$ cat config.mk
export PLATFORM = sky130hd
export DESIGN_NAME = gpio_irq_detect
export DESIGN_NICKNAME = d
export VERILOG_FILES = /design/src/rtl/gpio_irq_pkg.sv /design/src/rtl/gpio_irq_lane.sv /design/src/rtl/gpio_irq_regs.sv /design/src/rtl/gpio_irq_status.sv /design/src/rtl/gpio_irq_detect.sv
export SDC_FILE = /design/constraint.sdc
export NUM_CORES = 1
export LEC_CHECK = 0
export BUFFER_PORTS_ARGS = -buffer_cell sky130_fd_sc_hd__buf_2
export CORE_MARGIN = 2
export CORE_UTILIZATION = 50
export DETAILED_ROUTE_END_ITERATION = 10
export PLACE_DENSITY = 0.75
export SLEW_MARGIN = 20
export SYNTH_ARGS = -nofsm -noshare
export SYNTH_HDL_FRONTEND = slang
export SYNTH_SLANG_ARGS = --single-unit
$ cat constraint.sdc
create_clock -name clk -period 1.9 [get_ports clk]
set_input_delay 0.285 -clock clk [delete_from_list [all_inputs] [get_ports clk]]
set_output_delay 0.285 -clock clk [all_outputs]
set_load 0.005 [all_outputs]
$ cat src/rtl/gpio_irq_pkg.sv
package gpio_irq_pkg;

   // Register offsets within the port's window (byte addresses)
   localparam logic [11:0] OFS_SENSE  = 12'h404;
   localparam logic [11:0] OFS_BOTH   = 12'h408;
   localparam logic [11:0] OFS_POL    = 12'h40C;
   localparam logic [11:0] OFS_MASK   = 12'h410;
   localparam logic [11:0] OFS_RAW    = 12'h414;
   localparam logic [11:0] OFS_MASKED = 12'h418;
   localparam logic [11:0] OFS_CLEAR  = 12'h41C;

   typedef enum logic [2:0] {
      SEL_NONE,
      SEL_SENSE,
      SEL_BOTH,
      SEL_POL,
      SEL_MASK,
      SEL_RAW,
      SEL_MASKED,
      SEL_CLEAR
   } reg_sel_e;

   // Per-pin configuration seen by one detection lane
   typedef struct packed {
      logic level;   // 1: level sensing, 0: edge sensing
      logic both;    // 1: any edge
      logic pol;     // matching level / edge direction
   } lane_cfg_t;

endpackage

$ cat src/rtl/gpio_irq_lane.sv
module gpio_irq_lane
   import gpio_irq_pkg::*;
(
   input  logic      pin_now,
   input  logic      pin_prev,
   input  logic      is_input,
   input  lane_cfg_t cfg,
   output logic      hit
);

   logic changed;
   logic at_pol;

   assign changed = is_input & (pin_now ^ pin_prev);
   assign at_pol  = (pin_now == cfg.pol);

   always_comb begin
      if (cfg.level) begin
         hit = at_pol;
      end else if (cfg.both) begin
         hit = changed;
      end else begin
         hit = changed & at_pol;
      end
   end

endmodule

$ cat src/rtl/gpio_irq_regs.sv
module gpio_irq_regs
   import gpio_irq_pkg::*;
#(
   parameter int NPIN = 8,
   parameter int AW   = 12
) (
   input  logic            clk,
   input  logic            rst_n,
   input  logic            wr_en,
   input  logic [AW-1:0]   wr_addr,
   input  logic [NPIN-1:0] wr_data,
   input  logic [AW-1:0]   rd_addr,
   input  logic [NPIN-1:0] raw_q,
   output logic [NPIN-1:0] sense_q,
   output logic [NPIN-1:0] both_q,
   output logic [NPIN-1:0] pol_q,
   output logic [NPIN-1:0] mask_q,
   output logic [NPIN-1:0] clr_vec,
   output logic [NPIN-1:0] rd_data
);

   function automatic reg_sel_e sel_of(input logic [AW-1:0] a);
      reg_sel_e s;
      s = SEL_NONE;
      if (a == AW'(OFS_SENSE))  s = SEL_SENSE;
      if (a == AW'(OFS_BOTH))   s = SEL_BOTH;
      if (a == AW'(OFS_POL))    s = SEL_POL;
      if (a == AW'(OFS_MASK))   s = SEL_MASK;
      if (a == AW'(OFS_RAW))    s = SEL_RAW;
      if (a == AW'(OFS_MASKED)) s = SEL_MASKED;
      if (a == AW'(OFS_CLEAR))  s = SEL_CLEAR;
      return s;
   endfunction

   reg_sel_e wsel;
   reg_sel_e rsel;

   assign wsel = wr_en ? sel_of(wr_addr) : SEL_NONE;
   assign rsel = sel_of(rd_addr);

   always_ff @(posedge clk or negedge rst_n) begin
      if (!rst_n) begin
         sense_q <= '0;
         both_q  <= '0;
         pol_q   <= '0;
         mask_q  <= '0;
      end else begin
         case (wsel)
            SEL_SENSE: sense_q <= wr_data;
            SEL_BOTH:  both_q  <= wr_data;
            SEL_POL:   pol_q   <= wr_data;
            SEL_MASK:  mask_q  <= wr_data;
            default: ;
         endcase
      end
   end

   assign clr_vec = (wsel == SEL_CLEAR) ? wr_data : '0;

   always_comb begin
      case (rsel)
         SEL_SENSE:  rd_data = sense_q;
         SEL_BOTH:   rd_data = both_q;
         SEL_POL:    rd_data = pol_q;
         SEL_MASK:   rd_data = mask_q;
         SEL_RAW:    rd_data = raw_q;
         SEL_MASKED: rd_data = raw_q & mask_q;
         default:    rd_data = '0;
      endcase
   end

endmodule

$ cat src/rtl/gpio_irq_status.sv
module gpio_irq_status #(
   parameter int NPIN    = 8,
   parameter bit IRQ_REG = 1'b1
) (
   input  logic            clk,
   input  logic            rst_n,
   input  logic [NPIN-1:0] hit,
   input  logic [NPIN-1:0] clr_vec,
   input  logic [NPIN-1:0] mask_q,
   output logic [NPIN-1:0] raw_q,
   output logic            irq
);

   logic any_masked;

   // New detections override a simultaneous clear
   always_ff @(posedge clk or negedge rst_n) begin
      if (!rst_n) begin
         raw_q <= '0;
      end else begin
         raw_q <= (raw_q & ~clr_vec) | hit;
      end
   end

   assign any_masked = |(raw_q & mask_q);

   generate
      if (IRQ_REG) begin : g_irq_flop
         logic irq_q;
         always_ff @(posedge clk or negedge rst_n) begin
            if (!rst_n) begin
               irq_q <= 1'b0;
            end else begin
               irq_q <= any_masked;
            end
         end
         assign irq = irq_q;
      end else begin : g_irq_comb
         assign irq = any_masked;
      end
   endgenerate

endmodule

$ cat src/rtl/gpio_irq_detect.sv
module gpio_irq_detect
   import gpio_irq_pkg::*;
#(
   parameter int NPIN    = 8,
   parameter int AW      = 12,
   parameter bit IRQ_REG = 1'b1
) (
   input  logic            clk,
   input  logic            rst_n,
   input  logic [NPIN-1:0] pin_in,
   input  logic [NPIN-1:0] pin_is_input,
   input  logic            wr_en,
   input  logic [AW-1:0]   wr_addr,
   input  logic [NPIN-1:0] wr_data,
   input  logic [AW-1:0]   rd_addr,
   output logic [NPIN-1:0] rd_data,
   output logic            irq
);

   generate
      if (NPIN < 1 || NPIN > 32) begin : g_bad_npin
         $error("gpio_irq_detect: NPIN must lie in 1..32");
      end
      if (AW < 12) begin : g_bad_aw
         $error("gpio_irq_detect: AW must be at least 12");
      end
   endgenerate

   logic [NPIN-1:0] sense_q;
   logic [NPIN-1:0] both_q;
   logic [NPIN-1:0] pol_q;
   logic [NPIN-1:0] mask_q;
   logic [NPIN-1:0] clr_vec;
   logic [NPIN-1:0] raw_q;
   logic [NPIN-1:0] hit;
   logic [NPIN-1:0] prev_q;

   always_ff @(posedge clk or negedge rst_n) begin
      if (!rst_n) begin
         prev_q <= '0;
      end else begin
         prev_q <= pin_in;
      end
   end

   gpio_irq_regs #(.NPIN(NPIN), .AW(AW)) regs_i (
      .clk     (clk),
      .rst_n   (rst_n),
      .wr_en   (wr_en),
      .wr_addr (wr_addr),
      .wr_data (wr_data),
      .rd_addr (rd_addr),
      .raw_q   (raw_q),
      .sense_q (sense_q),
      .both_q  (both_q),
      .pol_q   (pol_q),
      .mask_q  (mask_q),
      .clr_vec (clr_vec),
      .rd_data (rd_data)
   );

   generate
      for (genvar i = 0; i < NPIN; i++) begin : g_lane
         lane_cfg_t cfg;
         assign cfg.level = sense_q[i];
         assign cfg.both  = both_q[i];
         assign cfg.pol   = pol_q[i];
         gpio_irq_lane lane_i (
            .pin_now  (pin_in[i]),
            .pin_prev (prev_q[i]),
            .is_input (pin_is_input[i]),
            .cfg      (cfg),
            .hit      (hit[i])
         );
      end
   endgenerate

   gpio_irq_status #(.NPIN(NPIN), .IRQ_REG(IRQ_REG)) status_i (
      .clk     (clk),
      .rst_n   (rst_n),
      .hit     (hit),
      .clr_vec (clr_vec),
      .mask_q  (mask_q),
      .raw_q   (raw_q),
      .irq     (irq)
   );

endmodule

; Yosys cells after proc, flatten, opt, wreduce, memory -nomap -nowiden
; Index checks and enable logic that the tools add are counted.
; Widths: inputs -> output; s select.
[word_totals]
in_bits = 51
regBits = 49
output_inout_bits = 9
mem_bits_rw = 0
wordCells = 102
latch_bits = 0
rom_bits = 0
mem_count = 0
[classes]
div = 0
mux = 33
bitwise_logic = 28
n_addsub = 0
n_reduce_logical = 1
multipliers = 0
order_cmp = 0
n_eq_ne = 33
n_shift = 0
[ops]
columns = cell, count
row1 = $eq 12x11->1 const B, 14
row2 = $pmux 8 s6, 1
row3 = $mux 3, 11
row4 = $mux 1, 18
row5 = $and 1x1->1, 16
row6 = $and 8x8->8, 2
row7 = $eq 3x3->1 const B, 5
row8 = $eq 3x2->1 const B, 4
row9 = $eq 1x1->1, 8
row10 = $mux 8, 1
row11 = $not 8->8, 1
row12 = $or 8x8->8, 1
row13 = $reduce_or 8->1, 1
row14 = $xor 1x1->1, 8
row15 = $eq 3x1->1 const B, 2
row16 = $mux 2, 2

; Logic depth before layout (Yosys ltp)
; Gate-level depths: netlist (run 1).
[logic_depth]
depth_word = 14
depth_mapped = 5

; By module
; Synthesis (run 1) repeated with hierarchy kept, for this count alone.
[hier_totals]
hier_cells = 269
hier_area_um2 = 2886.5
[modules_own_cells]
columns = module, cells_per_inst, area_each_um2, n_inst
row1 = gpio_irq_regs, 159, 1873.0, 1
row2 = gpio_irq_lane, 9, 57.6, 8
row3 = gpio_irq_status, 30, 352.8, 1
row4 = gpio_irq_detect, 8, 200.2, 1

; Worst setup path after synthesis (run 1)
; No wires, ideal clock.
[synth_timing]
kind = input to register
start = input port wr_addr[9]
end = register regs_i.mask_q[0]
stages = 4
arrival_ns = 1.849
path_slack_ns = -0.074
setup_ns = 0.125
path_buffers = 1
required_ns = 1.775
cell_sequence = or4b_1 or4b_1 buf_4 mux2_4
[synth_via]
elab_chain_cells = 10
elab_cells_between_ends = 16
cone_classes = eq/ne (8) / mux (8)
[synth_lines]
columns = element, line
row1 = "start, declared", gpio_irq_detect.sv:13  ; input logic [AW-1:0] wr_addr,
row2 = $eq 12x11->1, gpio_irq_regs.sv:25  ; if (a == AW'(OFS_SENSE)) s = SEL_SENSE;
row3 = $mux 1, gpio_irq_regs.sv:25
row4 = $mux 3, gpio_irq_regs.sv:26  ; if (a == AW'(OFS_BOTH)) s = SEL_BOTH;
row5 = $mux 3, gpio_irq_regs.sv:27  ; if (a == AW'(OFS_POL)) s = SEL_POL;
row6 = $mux 3, gpio_irq_regs.sv:28  ; if (a == AW'(OFS_MASK)) s = SEL_MASK;
row7 = $mux 3, gpio_irq_regs.sv:29  ; if (a == AW'(OFS_RAW)) s = SEL_RAW;
row8 = $mux 3, gpio_irq_regs.sv:30  ; if (a == AW'(OFS_MASKED)) s = SEL_MASKED;
row9 = $mux 3 *, gpio_irq_regs.sv:31  ; if (a == AW'(OFS_CLEAR)) s = SEL_CLEAR;
row10 = $mux 3 *, gpio_irq_regs.sv:38  ; assign wsel = wr_en ? sel_of(wr_addr) : SEL_NONE;
row11 = $eq 3x3->1 *, gpio_irq_regs.sv:48  ; case (wsel)
row12 = "end signal, assigned", gpio_irq_regs.sv:52  ; SEL_MASK: mask_q <= wr_data;
row13 = "end, declared", gpio_irq_regs.sv:17  ; output logic [NPIN-1:0] mask_q,
; Every way passes the cells marked *; elsewhere a longest branch is shown, timed or not.
; A chain may end at the register's enable or synchronous reset.

; Worst setup path after layout (run 1)
[layout_timing]
start = input port wr_addr[1]
end = register regs_i.mask_q[3]
; The elaborated chain is that of the path after synthesis.

==> metrics.md, run 1 <==
| Metric | Value |
|---|---|
| DRC errors left | 0 |
| Ys Warns | 0 |
| Port-buffer cells | between 50 and 60 |
| Die W | 76.89 µm |
| Area Growth Syn to Fin | 23.83% |
| Total gr overflow | 0 |
| Post-synthesis cell count | 243 |
| Net Count, Synth | 294 |
| Fraction of the mapped netlist area in adder cells | 0 |
| 1st-pass router iterations | 4 |
| VDD IR max | 0.0004317 V |
| Total GRT Usage | 0.2097 |
| RSZ-0062 raised after global routing | false |
| FILL cells | between 400 and 500 |
| WL per Instance | 15.68 µm |
| Worst skew pair latency | approximately 0.31 ns |
| Mapped cell area | 2656 µm² |
| Leak | 1.654 nW |
| Max-cap violation count | 0 |
| DPL Wire Length | 4399 µm |
| Most frequent cells in the layout | buf_2 (59), dfrtp_1 (49), a21oi_1 (40) |
| Setup violators final | 0 |
| Main combinational cell family by area after synthesis | compound AO/OA/AOI/OAI gates |
| Row count | 26 |
| Post-route setup TNS | 0 ns |
| Clk sinks | 49 |
| Commonest non-fill, non-tap cell in the layout | buf_2 |
| Synth Area in Simple Gates | 0.07725 |
| Synth Area in XOR/XNOR | 0 |
| CP max FO | 8 |
| Area leader, netlist | dfrtp_1 |
| Worst Skew | between 0.01 and 0.015 ns |
| Synth Area in Compound Gates | 0.2186 |
| Yosys reg bits | 49 |
| Post-synthesis mux area share | 0.2073 |
| RD Place Congestion | just over 0.8 |
| Chip height | 76.89 µm |
| Synth top area cells | dfrtp_1 (46%), mux2_2 (10%), a21oi_1 (7.5%) |
| Synth cell types | 28 |
| Num CTS Buffers | 5 |
| IO Count | 60 |
| Yosys top cell area share | 0.4616 |
| Setup CP Type | in -> reg |
| Via density | between 5 and 6 |
| Setup bufs post-CTS | 0 |
| Critical Path End Type | flop |
| Final Cycle Share | 0.9394 |
| Multi-input logic area | 1364 µm² |
| DRT iter0 DRCs | a little over 80 |
| Core ar. | 5107 µm² |
| Worst setup margin | 0.1151 ns |
| Final Util | 0.6440 |
| Starting Density | 0.5201 |
| Worst endpoint data arrival time | approximately 2.0 ns |
| Via Count | between 2000 and 2500 |
| Diodes inserted | 0 |
| Vias in the first global route | 2071 |
| # nets final | 369 |
| Mean Syn Cell Area | 10.93 µm² |
| Largest net degree at the start of global routing | 33 |
| FF/Latch Area | ~1200 µm² |
| Global-route wire length before repair | 9722 µm |
| TritonCTS clock tree | yes |
| CTS clk-pin slew, worst paths | 0.09 ns |
| Worst Max-Slew Pin Slew | 0.5909 ns |
| Drt total wl | 6100 µm |
| Pre-CTS WS | -0.2081 ns |
| Hold WC Path Type | in -> reg |
| H-tree Lvls | 2 |
| Worst EP required | 2.09 ns |
| Initial antenna violation count | 0 |
| Antenna viol nets, final | 0 |
| Share of layout cells above drive strength 1 | 0.3856 |
| Critical path startpoint category | input pin |
| Hold slack | ~0.096 ns |
| Root Buffer | clkbuf_8 |
| Hold Vio Cnt, Final | 0 |
| Peak Freq | 560.3 MHz |
| Status | completed |
| Relative slew slack | 0.6061 |
| Fin crit period | approximately 1.8 ns |
| Power density cells | 594.0 nW/µm² |
| Clock Tree Buf Depth | 2 |
| Seq/Total Area, Yosys | 0.4616 |
| Final Max Slew Viols | 0 |
| Die area | 5911 µm² |
==> cell families after synthesis <==
group | Yosys count
buffers and inverters | 24
and+or+nand+nor | 34
muxes | 48
DFF | 49
AOI/OAI and AO/OA | 88
==> per-stage QoR <==
stage	power (mW)	cell area [µm²]	instances
2_1_floorplan	1.167	2666	243
3_3_place_gp	1.285	3157	380
3_5_place_dp	1.291	3157	380
4_1_cts	1.963	3268	389
5_1_grt	2.033	3289	389
6_report	1.954	3289	389
==> cell usage after synthesis, drive strengths merged <==
cell	count
a21oi	40
nor4	4
nand2	18
a21boi	8
nor4b	1
buf	2
inv	16
mux2i	16
nand4b	2
o21bai	8
a22o	8
mux2	32
or3b	1
o211a	8
clkbuf	6
nand3b	1
and4	1
nor2	1
dfrtp	49
or4b	3
o221ai	8
nand3	1
o21ai	8
nand4	1
==> path summary, 6_finish.rpt <==
check / from / to / slack (ns) / depth (start not counted)
worst max-delay path: wr_addr[1] / regs_i.mask_q[3] / 0.12 / 6
min in group asynchronous: rst_n / regs_i.pol_q[6] / 0.51 / 2
worst max register to register: regs_i.sense_q[0] / status_i.raw_q[0] / 0.83 / 4
worst min-delay path: pin_in[1] / prev_q[1] / 0.1 / 1
worst min register to register: regs_i.mask_q[0] / regs_i.mask_q[0] / 0.54 / 1
max in group asynchronous: rst_n / regs_i.pol_q[3] / 0.84 / 3
==> sequential cells by signal (all words and copies together), names as in the netlist <==
signal and count:
prev_q 8, regs_i.both_q 8, regs_i.mask_q 8, regs_i.pol_q 8
regs_i.sense_q 8, status_i.irq 1, status_i.raw_q 8
==> what timing repair did <==
action,CTS,global route
hold buffers,1,0
resized for setup,0,3
setup endpoints to repair,0,8
endpoints found under the hold margin,24,0
==> worst max-delay path: stages <==
cell    delay [ns]
buf_2         0.10
or4b_4        0.53
nor2_2        0.12
or4b_1        0.43
buf_4         0.20
mux2_4        0.30
==> power by group <==
part	leakage (nW)	internal (mW)	switching, mW
registers	0.624	1.05	0.00745
logic	0.976	0.0981	0.115
clock network	0.0542	0.330	0.350
total	1.65	1.48	0.472
==> cell type report <==
class,count,area share
inverters,16,0.01826
clock buffers,7,0.02929
repair buffers,76,0.1369
multi-input cells,170,0.4146
clock inverters,1,0.001521
flip-flops and latches,49,0.3728
well taps,70,0.02663
==> layer usage <==
layer | wire (µm) | GRT usage | vias to the layer above
met5 | 0 | 0 | -
met4 | 68 | 0.06182 | 0
met3 | 356 | 0.05294 | 9
met2 | 2902 | 0.3404 | 61
met1 | 2773 | 0.2776 | 1084
li1 | - | - | 1071
(Power assumes the default switching activity.)
==> inputs of run 2 (changes only) <==
ABC_AREA = 1   (was unset)
PLACE_DENSITY = 0.73   (was 0.75)
==> run 2 against run 1 <==
Against the previous run: sequential cell count unchanged; register-to-register slack improved by 0.06 ns; clock power decreased by 12%; synthesized area increased by 14%; design area increased by 7.6%; sequential power about the same; critical path depth increased by 3; hold slack improved by 0.020 ns; final cell count increased by 38%.
==> metrics.md, run 2 <==
| Metric | Value |
|---|---|
| Synth top area cells | dfrtp_1 (41%), nand2_1 (17%), nand3_1 (9.3%) |
| Drt total wl | 7706 µm (+26%) |
| CTS clk-pin slew, worst paths | 0.09 ns (about the same) |
| Pre-CTS WS | 0.1251 ns (+0.3332 ns) |
| Fin crit period | 1.716 ns (-0.06936 ns) |
| Seq/Total Area, Yosys | 0.4058 (-0.05581) |
| Worst Max-Slew Pin Slew | 0.5803 ns (-0.01062 ns) |
| Mean Syn Cell Area | 7.669 µm² (-30%) |
| 1st-pass router iterations | 5 (+1) |
| Global-route wire length before repair | 12700 µm (+31%) |
| Fin cells | 536 (+38%) |
| Diodes inserted | 0 (unchanged) |
| Port-buffer cells | 59 (unchanged) |
| Setup violators final | 0 (unchanged) |
| Post-synthesis cell count | 394 (+62%) |
| Ys Warns | 0 (unchanged) |
| Starting Density | 0.5134 (-0.006695) |
| Ys async rst share | 1.000 (unchanged) |
| Root Buffer | clkbuf_8 |
| Die area | 6681 µm² (+13%) |
| Yosys top cell area share | 0.4058 (-0.05581) |
| Antenna viol nets, final | 0 (unchanged) |
| Die W | 81.74 µm (+6.3%) |
| Mapped cell area | 3022 µm² (+14%) |
| Comb pwr share | 0.099 (-0.010) |
| Internal power | 1.374 mW (-7.3%) |
| Share of layout cells above drive strength 1 | 0.2343 (-0.1513) |
| DRC errors left | 0 (unchanged) |
| Net Count, Synth | 445 (+51%) |
| Number of synthesized flops with an enable pin | 0 (unchanged) |
| Post-route setup TNS | 0 ns (unchanged) |
| IO Count | 60 (unchanged) |
| Area Growth Syn to Fin | 17.18% |
| Hold-critical path endpoint | prev_q[7] |
| Total GRT Usage | 0.2502 (+0.04057) |
| Status | completed |
| Hold path cells | 1 (unchanged) |
| Most frequent cells in the layout | nand2_1 (136), buf_2 (59), nand3_1 (56) |
| RSZ-0062 raised after global routing | false |
| Total gr overflow | 0 (unchanged) |
| R2r endpoint | status_i.irq |
| Worst EP required | 1.62 ns (-0.47 ns) |
| Hold Vio Cnt, Final | 0 (unchanged) |
| Synth cell types | 25 (-11%) |
| Initial antenna violation count | 0 (unchanged) |
| Leak | 2.031 nW (+23%) |
| Power density cells | 521.3 nW/µm² (-12%) |
| Critical path startpoint category | input pin |
| RD Place Congestion | 0.8251 (+0.57%) |
| VDD IR max | 0.0003024 V (-30%) |
| Max-cap violation count | 0 (unchanged) |
| Commonest non-fill, non-tap cell in the layout | nand2_1 |
| Critical Path End Type | output port |
| Worst endpoint data arrival time | 1.43 ns (-0.54 ns) |
| Clock Tree Buf Depth | 2 (unchanged) |
| Worst skew pair latency | 0.31 ns (about the same) |
| Clk sinks | 49 (unchanged) |
| Final Cycle Share | 0.9029 (-0.03651) |
| Most common cell in the synthesized netlist | nand2_1 |
| Final Max Slew Viols | 0 (unchanged) |
| Synth top cells by count | nand2_1 (136), nand3_1 (56), dfrtp_1 (49), inv_1 (32), o21ai_0 (32) |
| R2R setup slack | 0.89 ns (+0.06 ns) |
| Area leader, netlist | dfrtp_1 |
| Dpl cells | 528 (+39%) |
| Prevailing post-synth register cell | dfrtp_1 |
| WL per Instance | 14.38 µm (-8.3%) |
| H-tree Lvls | 2 (unchanged) |
| Via Count | 2892 (+30%) |
| Largest net degree at the start of global routing | 28 (-15%) |
| Reg2Reg Depth | 4 (unchanged) |
| DRT iter0 DRCs | 277 (+240%) |
| TritonCTS clock tree | yes |
| Post-CTS Resized | 0 (unchanged) |
| Setup CP Type | in -> out |
| Sw Share | 0.2558 (+0.01420) |
| CP max FO | 8 (unchanged) |
| Worst setup margin | 0.1845 ns (+0.06936 ns) |
| Hold WC Path Type | in -> reg |
| Clock power share | 0.323 (-0.025) |
| R2R Path Start | regs_i.mask_q[2] |
| Via density | 5.396 (-5.7%) |
| Chip height | 81.74 µm (+6.3%) |
| Row count | 28 (+7.7%) |
| Peak Freq | 582.9 MHz (+4.0%) |
| Vias in the first global route | 2736 (+32%) |
| # nets final | 513 (+39%) |
| Sw power | 0.4723 mW (about the same) |
| Num CTS Buffers | 5 (unchanged) |
| Worst Skew | 0.009571 ns (-0.0008970 ns) |
| Hold_sp | pin_in[7] |
| DPL Wire Length | 5475 µm (+24%) |
| Part of the power in registers | 0.578 (+0.035) |
| Core ar. | 5886 µm² (+15%) |
| Relative slew slack | 0.6131 (+0.007078) |
| Yosys reg bits | 49 (unchanged) |
run 2: cell types whose count changed after synthesis, moves of 11 or more:
| cell | previous run | this run |
|---|---|---|
| a21oi_1 | 40 | 8 |
| inv_1 | 16 | 32 |
| mux2_2 | 24 | 0 |
| mux2i_1 | 16 | 0 |
| nand2_1 | 18 | 136 |
| nand3_1 | 1 | 56 |
| nand4_1 | 1 | 17 |
| nor2_1 | 1 | 12 |
| o21ai_0 | 8 | 32 |
run 2: cell type report:
class | count | area, µm²
fill | 583 | 2345
multi-input combinational | 300 | 1579
sequential | 49 | 1226
timing repair buffer | 69 | 422.9
inverter | 37 | 145.1
tap | 75 | 93.84
clock buffer | 5 | 68.82
clock inverter | 1 | 5.005
run 2: logic make-up (layout without fill, tap and decap cells):
logic type      count (synthesis)  after routing  synth area share
buf+inv                        45            112           0.07163
flops                          49             49            0.4058
simple gates                  251            251            0.4302
xor+xnor                        8              8           0.02319
compound gates                 41             41           0.06915
run 2: timing repair:
item	in CTS	in global routing
endpoints found under the hold margin	22	0
endpoints found under the setup margin	0	2
buffers inserted	0	1
hold buffers	1	0
run 2: how the worst max path moves through the flow:
stage	from	end	slack, ns
after floorplan	rd_addr[11]	rd_data[6]	0.45
after global placement	rd_addr[11]	rd_data[5]	0.17
after detailed placement	rd_addr[11]	rd_data[4]	0.13
after CTS	rd_addr[11]	rd_data[4]	0.12
after global routing	rd_addr[1]	rd_data[1]	0.004
final	rd_addr[1]	rd_data[4]	0.18
run 2: power groups by stage:
stage	combinational, mW	sequential (mW)	clock, mW
global placement	0.178	1.09	0
floorplan	0.0679	1.09	0
CTS	0.185	1.07	0.602
detailed placement	0.183	1.09	0
finish	0.182	1.07	0.597
global route	0.205	1.07	0.640
run 2: metrics by stage:
stage	instance area, µm²	power (mW)	utilization	hold slack, ns
5_1_grt	3541	1.914	0.6016	0.1172
3_3_place_gp	3437	1.265	0.5840	0.3064
4_1_cts	3521	1.853	0.5982	0.1160
2_1_floorplan	3022	1.153	-	-0.01059
3_5_place_dp	3437	1.270	0.5840	0.3126
6_report	3541	1.846	0.6016	0.1168
run 2: worst max-delay path, stage by stage:
cell      delay (ns)
buf_2           0.11
nor2_1          0.18
nand2_1         0.14
nand3b_4        0.24
nand3_1         0.12
nand2_1         0.06
nor2_1          0.11
nand2_1         0.07
buf_2           0.12
run 2: metal layers:
| metal | track usage | share of wire | vias to the layer above |
|---|---|---|---|
| li1 | - | - | 1424 |
| met1 | 0.3289 | 0.44 | 1356 |
| met2 | 0.4236 | 0.48 | 104 |
| met3 | 0.03846 | 0.069 | 8 |
| met4 | 0.08000 | 0.014 | 0 |
| met5 | 0 | 0 | - |
